===== src/rtl/karat_pkg.sv =====
package karat_pkg;

  // Operand split geometry
  localparam int unsigned CHUNK = 17;            // width of one half
  localparam int unsigned OPW   = 2 * CHUNK;     // operand width
  localparam int unsigned PRODW = 2 * OPW;       // full product width
  localparam int unsigned DIFW  = CHUNK + 1;     // signed half difference
  localparam int unsigned NPW   = 2 * CHUNK;     // unsigned half product
  localparam int unsigned ACCW  = 2 * CHUNK + 4; // signed cascade accumulator
  localparam int unsigned UPW   = PRODW - CHUNK; // shifted upper accumulation

  // Pipeline geometry
  localparam int unsigned NCELL     = 3;  // multiply-add cells on the cascade
  localparam int unsigned DIFF_CELL = 1;  // the cell that subtracts
  localparam int unsigned LAT       = 3;  // presub + multiply + assemble

  typedef logic [CHUNK-1:0]        chunk_t;
  typedef logic signed [DIFW-1:0]  diff_t;
  typedef logic signed [ACCW-1:0]  acc_t;

  typedef struct packed {
    chunk_t a_hi;
    chunk_t a_lo;
    chunk_t b_hi;
    chunk_t b_lo;
    diff_t  a_dif;
    diff_t  b_dif;
  } split_t;

  // Upper half minus lower half, as a signed value one bit wider
  function automatic diff_t half_diff(input chunk_t hi, input chunk_t lo);
    diff_t hs;
    diff_t ls;
    hs = $signed({1'b0, hi});
    ls = $signed({1'b0, lo});
    return hs - ls;
  endfunction

  function automatic split_t split_operands(input logic [OPW-1:0] a,
                                            input logic [OPW-1:0] b);
    split_t s;
    s.a_lo  = a[CHUNK-1:0];
    s.a_hi  = a[OPW-1:CHUNK];
    s.b_lo  = b[CHUNK-1:0];
    s.b_hi  = b[OPW-1:CHUNK];
    s.a_dif = half_diff(s.a_hi, s.a_lo);
    s.b_dif = half_diff(s.b_hi, s.b_lo);
    return s;
  endfunction

  // Zero-extend an unsigned half into a signed multiplier operand
  function automatic diff_t widen_half(input chunk_t h);
    return $signed({1'b0, h});
  endfunction

  // High-half product recovered from two adjacent cascade taps
  function automatic acc_t recover_top(input acc_t chain_end, input acc_t chain_tap);
    return chain_end - chain_tap;
  endfunction

  // Bits below CHUNK come straight from the low product; the rest is the
  // low product's carry-out, the middle term and the top term shifted by CHUNK
  function automatic logic [PRODW-1:0] assemble(input acc_t low, input acc_t mid,
                                                input acc_t top);
    logic [UPW-1:0] up;
    up = UPW'(low[ACCW-1:CHUNK]) + UPW'(mid) + (UPW'(top) << CHUNK);
    return {up, low[CHUNK-1:0]};
  endfunction

endpackage


===== src/rtl/karat_presub.sv =====
// Stage 1: split both operands into halves and register the half
// differences that feed the third multiplication.
module karat_presub
  import karat_pkg::*;
(
  input  logic           clk,
  input  logic [OPW-1:0] in_a,
  input  logic [OPW-1:0] in_b,
  output split_t         split_q
);

  split_t split_c;

  assign split_c = split_operands(in_a, in_b);

  // Data registers carry no reset (R8 applies to the valid path only)
  always_ff @(posedge clk) begin
    split_q <= split_c;
  end

endmodule


===== src/rtl/karat_mac_cell.sv =====
// Generic registered signed multiply-add cell with a cascade input.
// The cascade may be arithmetically shifted before the add, and the
// product may be added or subtracted.
module karat_mac_cell #(
  parameter int unsigned OPA_W      = 18,
  parameter int unsigned OPB_W      = 18,
  parameter int unsigned ACC_W      = 38,
  parameter bit          SUBTRACT   = 1'b0,
  parameter int unsigned CASC_SHIFT = 0
) (
  input  logic                    clk,
  input  logic signed [OPA_W-1:0] op_a,
  input  logic signed [OPB_W-1:0] op_b,
  input  logic signed [ACC_W-1:0] casc_in,
  output logic signed [ACC_W-1:0] casc_out,
  output logic signed [ACC_W-1:0] acc_q
);

  localparam int unsigned PW = OPA_W + OPB_W;

  logic signed [PW-1:0]    prod;
  logic signed [ACC_W-1:0] prod_ext;
  logic signed [ACC_W-1:0] addend;

  assign prod     = op_a * op_b;
  assign prod_ext = ACC_W'(prod);

  generate
    if (CASC_SHIFT == 0) begin : g_casc_direct
      assign addend = casc_in;
    end else begin : g_casc_shifted
      assign addend = casc_in >>> CASC_SHIFT;
    end
  endgenerate

  generate
    if (SUBTRACT) begin : g_sub
      assign casc_out = addend - prod_ext;
    end else begin : g_add
      assign casc_out = addend + prod_ext;
    end
  endgenerate

  always_ff @(posedge clk) begin
    acc_q <= casc_out;
  end

endmodule


===== src/rtl/karat_combine.sv =====
// Stage 3: recover the high-half product from the cascade taps and
// align the three terms into the full-width result.
module karat_combine
  import karat_pkg::*;
(
  input  logic             clk,
  input  acc_t             low_acc,   // lowA*lowB
  input  acc_t             diff_acc,  // lowA*lowB - difA*difB
  input  acc_t             mid_acc,   // cross term
  output acc_t             mid_sum,
  output acc_t             top_rec,
  output logic [PRODW-1:0] prod_q
);

  assign mid_sum = mid_acc;
  assign top_rec = recover_top(mid_acc, diff_acc);

  always_ff @(posedge clk) begin
    prod_q <= assemble(low_acc, mid_acc, top_rec);
  end

endmodule


===== src/rtl/karat_mul34.sv =====
// Pipelined unsigned multiplier that uses three narrow multiplications
// on the cascade: lowA*lowB, then minus difA*difB, then plus highA*highB.
module karat_mul34
  import karat_pkg::*;
(
  input  logic             clk,
  input  logic             rst,
  input  logic             in_valid,
  input  logic [OPW-1:0]   in_a,
  input  logic [OPW-1:0]   in_b,
  output logic             out_valid,
  output logic [PRODW-1:0] out_prod
);

  // Stage 1: split and pre-subtract
  split_t split_q;

  karat_presub u_presub (
    .clk     (clk),
    .in_a    (in_a),
    .in_b    (in_b),
    .split_q (split_q)
  );

  // Stage 2: three multiply-add cells on one cascade
  diff_t cell_a  [NCELL];
  diff_t cell_b  [NCELL];
  acc_t  casc    [NCELL+1];
  acc_t  cell_q  [NCELL];

  assign cell_a[0] = widen_half(split_q.a_lo);
  assign cell_b[0] = widen_half(split_q.b_lo);
  assign cell_a[1] = split_q.a_dif;
  assign cell_b[1] = split_q.b_dif;
  assign cell_a[2] = widen_half(split_q.a_hi);
  assign cell_b[2] = widen_half(split_q.b_hi);
  assign casc[0]   = '0;

  generate
    for (genvar i = 0; i < NCELL; i++) begin : g_cell
      karat_mac_cell #(
        .OPA_W      (DIFW),
        .OPB_W      (DIFW),
        .ACC_W      (ACCW),
        .SUBTRACT   (i == DIFF_CELL),
        .CASC_SHIFT (0)
      ) u_cell (
        .clk      (clk),
        .op_a     (cell_a[i]),
        .op_b     (cell_b[i]),
        .casc_in  (casc[i]),
        .casc_out (casc[i+1]),
        .acc_q    (cell_q[i])
      );
    end
  endgenerate

  // Stage 3: recovery and alignment
  acc_t mid_sum;
  acc_t top_rec;

  karat_combine u_combine (
    .clk      (clk),
    .low_acc  (cell_q[0]),
    .diff_acc (cell_q[DIFF_CELL]),
    .mid_acc  (cell_q[NCELL-1]),
    .mid_sum  (mid_sum),
    .top_rec  (top_rec),
    .prod_q   (out_prod)
  );

  // Valid path: one flag per data stage, cleared by reset
  logic [LAT-1:0] vld_q;

  always_ff @(posedge clk) begin
    if (rst) begin
      vld_q <= '0;
    end else begin
      vld_q <= {vld_q[LAT-2:0], in_valid};
    end
  end

  assign out_valid = vld_q[LAT-1];

endmodule


===== config.mk =====
export PLATFORM = sky130hd
export DESIGN_NAME = karat_mul34
export DESIGN_NICKNAME = d
export VERILOG_FILES = /design/src/rtl/karat_pkg.sv /design/src/rtl/karat_presub.sv /design/src/rtl/karat_mac_cell.sv /design/src/rtl/karat_combine.sv /design/src/rtl/karat_mul34.sv
export SDC_FILE = /design/constraint.sdc
export NUM_CORES = 2
export LEC_CHECK = 0
export ABC_CLOCK_PERIOD_IN_PS = 10600
export BUFFER_PORTS_ARGS = -buffer_cell sky130_fd_sc_hd__clkbuf_2
export CORE_MARGIN = 2
export CORE_UTILIZATION = 51
export DETAILED_ROUTE_END_ITERATION = 16
export GPL_ROUTABILITY_DRIVEN = 1
export PLACE_DENSITY = 0.67
export REMOVE_ABC_BUFFERS = 1
export SLEW_MARGIN = 20
export SYNTH_ARGS = -nofsm -noshare
export SYNTH_HDL_FRONTEND = slang
export SYNTH_SLANG_ARGS = --single-unit

===== constraint.sdc =====
create_clock -name clk -period 10.6 [get_ports clk]
set_input_delay 2.12 -clock clk [delete_from_list [all_inputs] [get_ports clk]]
set_output_delay 2.12 -clock clk [all_outputs]
set_load 0.03 [all_outputs]

==> impl_metrics.tcl <==
set metrics [dict create \
    min_to "u_combine.prod_q[6]" \
    tightest_slew_ns 1.21 \
    synth_seq_cells 281 \
    synth_edf_count 0 \
    crit_arrival_ns 10.63 \
    finalCriticalPeriod_ns 10.15 \
    initial_utilization_pct 51.6 \
    skew_ns 0.0437 \
    grtUsageTotal_pct 28.1 \
    max-clock-path-buffers 3 \
    drtIter0Drc 2143 \
    hold_depth 0 \
    die_y_um 301 \
    path_clk_slew_ns 0.06 \
    die_area_um2 90400 \
    rsz0062_at_grt "true" \
    place_hpwl_mm 102 \
    syn_inst 4863 \
    slew_viol_final 0 \
    slowest_delay_ns 0.64 \
    vias_per_cell 5.39 \
    required_ns 11.08 \
    stdcell_count 6155 \
    yosys_warnings 0 \
    cts_buffers 37 \
    io_buffers 139 \
    final_area_um2 48300 \
    r2r_slack_ns 0.45 \
    synth.avg_cell_area_um2 9.23 \
    ant_nets 0 \
    maxSlewHeadroom_pct 19.0 \
    fmax_mhz 98.6 \
    place_ws_ns 0.0881 \
    grt_pass1_vias 35005 \
    drive_gt1_share_pct 6.68 \
    vias 33159 \
    cp_common_cell "fa_1" \
    wl_per_cell_um 19.8 \
    yosys_most_used_dff "dfxtp_1" \
    status "complete, no violations" \
    synth_area_um2 44900 \
    placed_cell_area_um2 47000 \
    path_buf_inv 3 \
    final_hold_viol_count 0 \
    hold_class "flip-flop to flip-flop" \
    drc 0 \
    r2r-start "u_presub.split_q[85]" \
    grt_overflow_total 0 \
    antenna_found_initial 6 \
    area_growth_pct 7.73 \
    gp_congestion 0.918 \
    cp-start-kind "flip-flop" \
    core-area_um2 87000 \
    setup_ws_ns 0.454 \
    nets 6331 \
    worstSkewPairLatency_ns 0.63 \
    finalSetupViolations 0 \
    grt_max_degree 21 \
    die_w_um 301 \
    clockRootBuffer "clkbuf_16" \
    row_count 108 \
    crit_family "adder cells" \
    drt_wl_total_mm 122 \
    grt_pass1_wl_mm 195 \
    hold_start "g_cell[0].u_cell.acc_q[6]" \
    crit_slowest_cell "dfxtp_1" \
    cts_tree "built" \
    htreeDepth 2 \
    crit_type "flip-flop to flip-flop" \
    ioPinCount 140 \
    drtPass1Iterations 7 \
    max_cap_violations 0 \
    clock-sinks 281 \
    fin_crit_sh_pct 95.7 \
    cp_max_fo 7 \
    reg2regPathDepth 33 \
    yosysSeqAreaShare_pct 12.5 \
    synthArstFlopShare_pct 0 \
    r2r-end "g_cell[2].u_cell.acc_q[36]" \
    dp.cells 6085 \
    crit_path_end_kind "flip-flop" \
    synth_cell_types 81 \
]
## worst max path at each step
| stage | cells past startpoint | from | to | slack, ns |
|---|---|---|---|---|
| 6_report | 33 | u_presub.split_q[85] | g_cell[2].u_cell.acc_q[36] | 0.45 |
| 5_1_grt | 36 | u_presub.split_q[79] | g_cell[2].u_cell.acc_q[36] | -0.03 |
| 3_5_place_dp | 40 | u_presub.split_q[75] | g_cell[2].u_cell.acc_q[36] | 0.09 |
| 3_3_place_gp | 41 | u_presub.split_q[75] | g_cell[2].u_cell.acc_q[35] | 0.33 |
| 4_1_cts | 40 | u_presub.split_q[75] | g_cell[2].u_cell.acc_q[36] | 0.07 |
| 2_1_floorplan | 39 | u_presub.split_q[38] | g_cell[2].u_cell.acc_q[36] | 1.08 |
## kinds of logic after synthesis
kind of cell / after synthesis / synth area share [%]
flip-flops: 281 / 12.5
multiplexers: 3 / 0.0669
XOR/XNOR: 242 / 4.80
AO/OA/AOI/OAI: 578 / 8.70
buffers and inverters: 1110 / 9.31
adder cells (fa/ha/maj): 1288 / 49.6
AND/OR/NAND/NOR: 1361 / 15.0
## registers in the layout (all words and copies together) (netlist names)
signal	cells
g_cell.u_cell.acc_q	106
u_presub.split_q	104
u_combine.prod_q	68
vld_q	3
## layout by cell type (no fill, tap or decap), drive strengths merged, types with 33 or more instances in the layout
cell and n:
nand2 590, ha 471, inv 978, o21a 42, xor2 62, dfxtp 281, o21ai 95, nor2 126
o21bai 35, nand3 33, a21o 71, clkbuf 187, xnor2 178, nor2b 47, fa 817, buf 70
nor3 33, and2 410, a21oi 174
## stage by stage
stage / setup TNS, ns / hold WS (ns) / util [%]
floorplan: 0 / 0.310 / -
global placement: 0 / 0.310 / 54.0
detailed placement: 0 / 0.312 / 54.0
CTS: 0 / 0.325 / 55.4
global route: -0.0338 / 0.331 / 55.5
finish: 0 / 0.325 / 55.5
## cell usage after synthesis (all sizes together), types with 6 or more instances
library cell / instances / area share, %
inv: 971 / 8.1
fa: 817 / 36
nand2: 590 / 4.9
ha: 471 / 13
and2: 410 / 5.7
dfxtp: 281 / 13
xnor2: 178 / 3.5
a21oi: 174 / 2.0
clkbuf: 135 / 1.1
nor2: 126 / 1.1
o21ai: 95 / 1.1
a21o: 71 / 1.2
xor2: 62 / 1.2
nor2b: 47 / 0.66
o21a: 42 / 0.72
o21bai: 35 / 0.59
nand3: 33 / 0.37
nor3: 33 / 0.39
a211oi: 26 / 0.47
and3: 26 / 0.36
a21boi: 22 / 0.37
nand2b: 22 / 0.31
nand4: 17 / 0.24
or3: 15 / 0.22
a31oi: 14 / 0.20
o31ai: 12 / 0.27
and4: 10 / 0.20
o211ai: 9 / 0.16
a221oi: 8 / 0.23
or2: 8 / 0.11
a2111oi: 7 / 0.16
a311oi: 7 / 0.14
nor4: 7 / 0.13
or4: 7 / 0.13
a211o: 6 / 0.12
## layer usage
metal	share of wire, %	up-vias	global-route usage (%)
met5	0.022	-	0
met4	4.2	4	10.9
met3	7.0	245	5.19
met2	46	1034	46.6
met1	42	16623	36.6
li1	-	15253	-
## worst reg2reg max path, delay by kind of cell (launching register included)
| family | cells | cell delay (ns) |
|---|---|---|
| DFF | 1 | 0.64 |
| and+or+nand+nor | 10 | 1.71 |
| buffers and inverters | 3 | 0.16 |
| xor gates and xnor gates | 3 | 0.62 |
| adders and majority gates | 10 | 4.65 |
| AOI/OAI and AO/OA | 7 | 2.25 |
## area by class of cell
type / instances / area [µm²]
multi-input cells: 3472 / 35100
flip-flops and latches: 281 / 5640
inverters: 971 / 3640
repair buffers: 209 / 1220
clock inverters: 18 / 226
diodes: 1 / 2.50
clock buffers: 48 / 1020
fillers: 7982 / 38700
well taps: 1155 / 1450
## repair_timing
action | in CTS | in global routing
setup endpoints to repair | 0 | 9
buffers inserted | 0 | 3
hold buffers | 0 | 0
resized for setup | 0 | 27
Power is not shown: default switching activity piles up to over one toggle a cycle in this logic, so the estimate is an artifact.
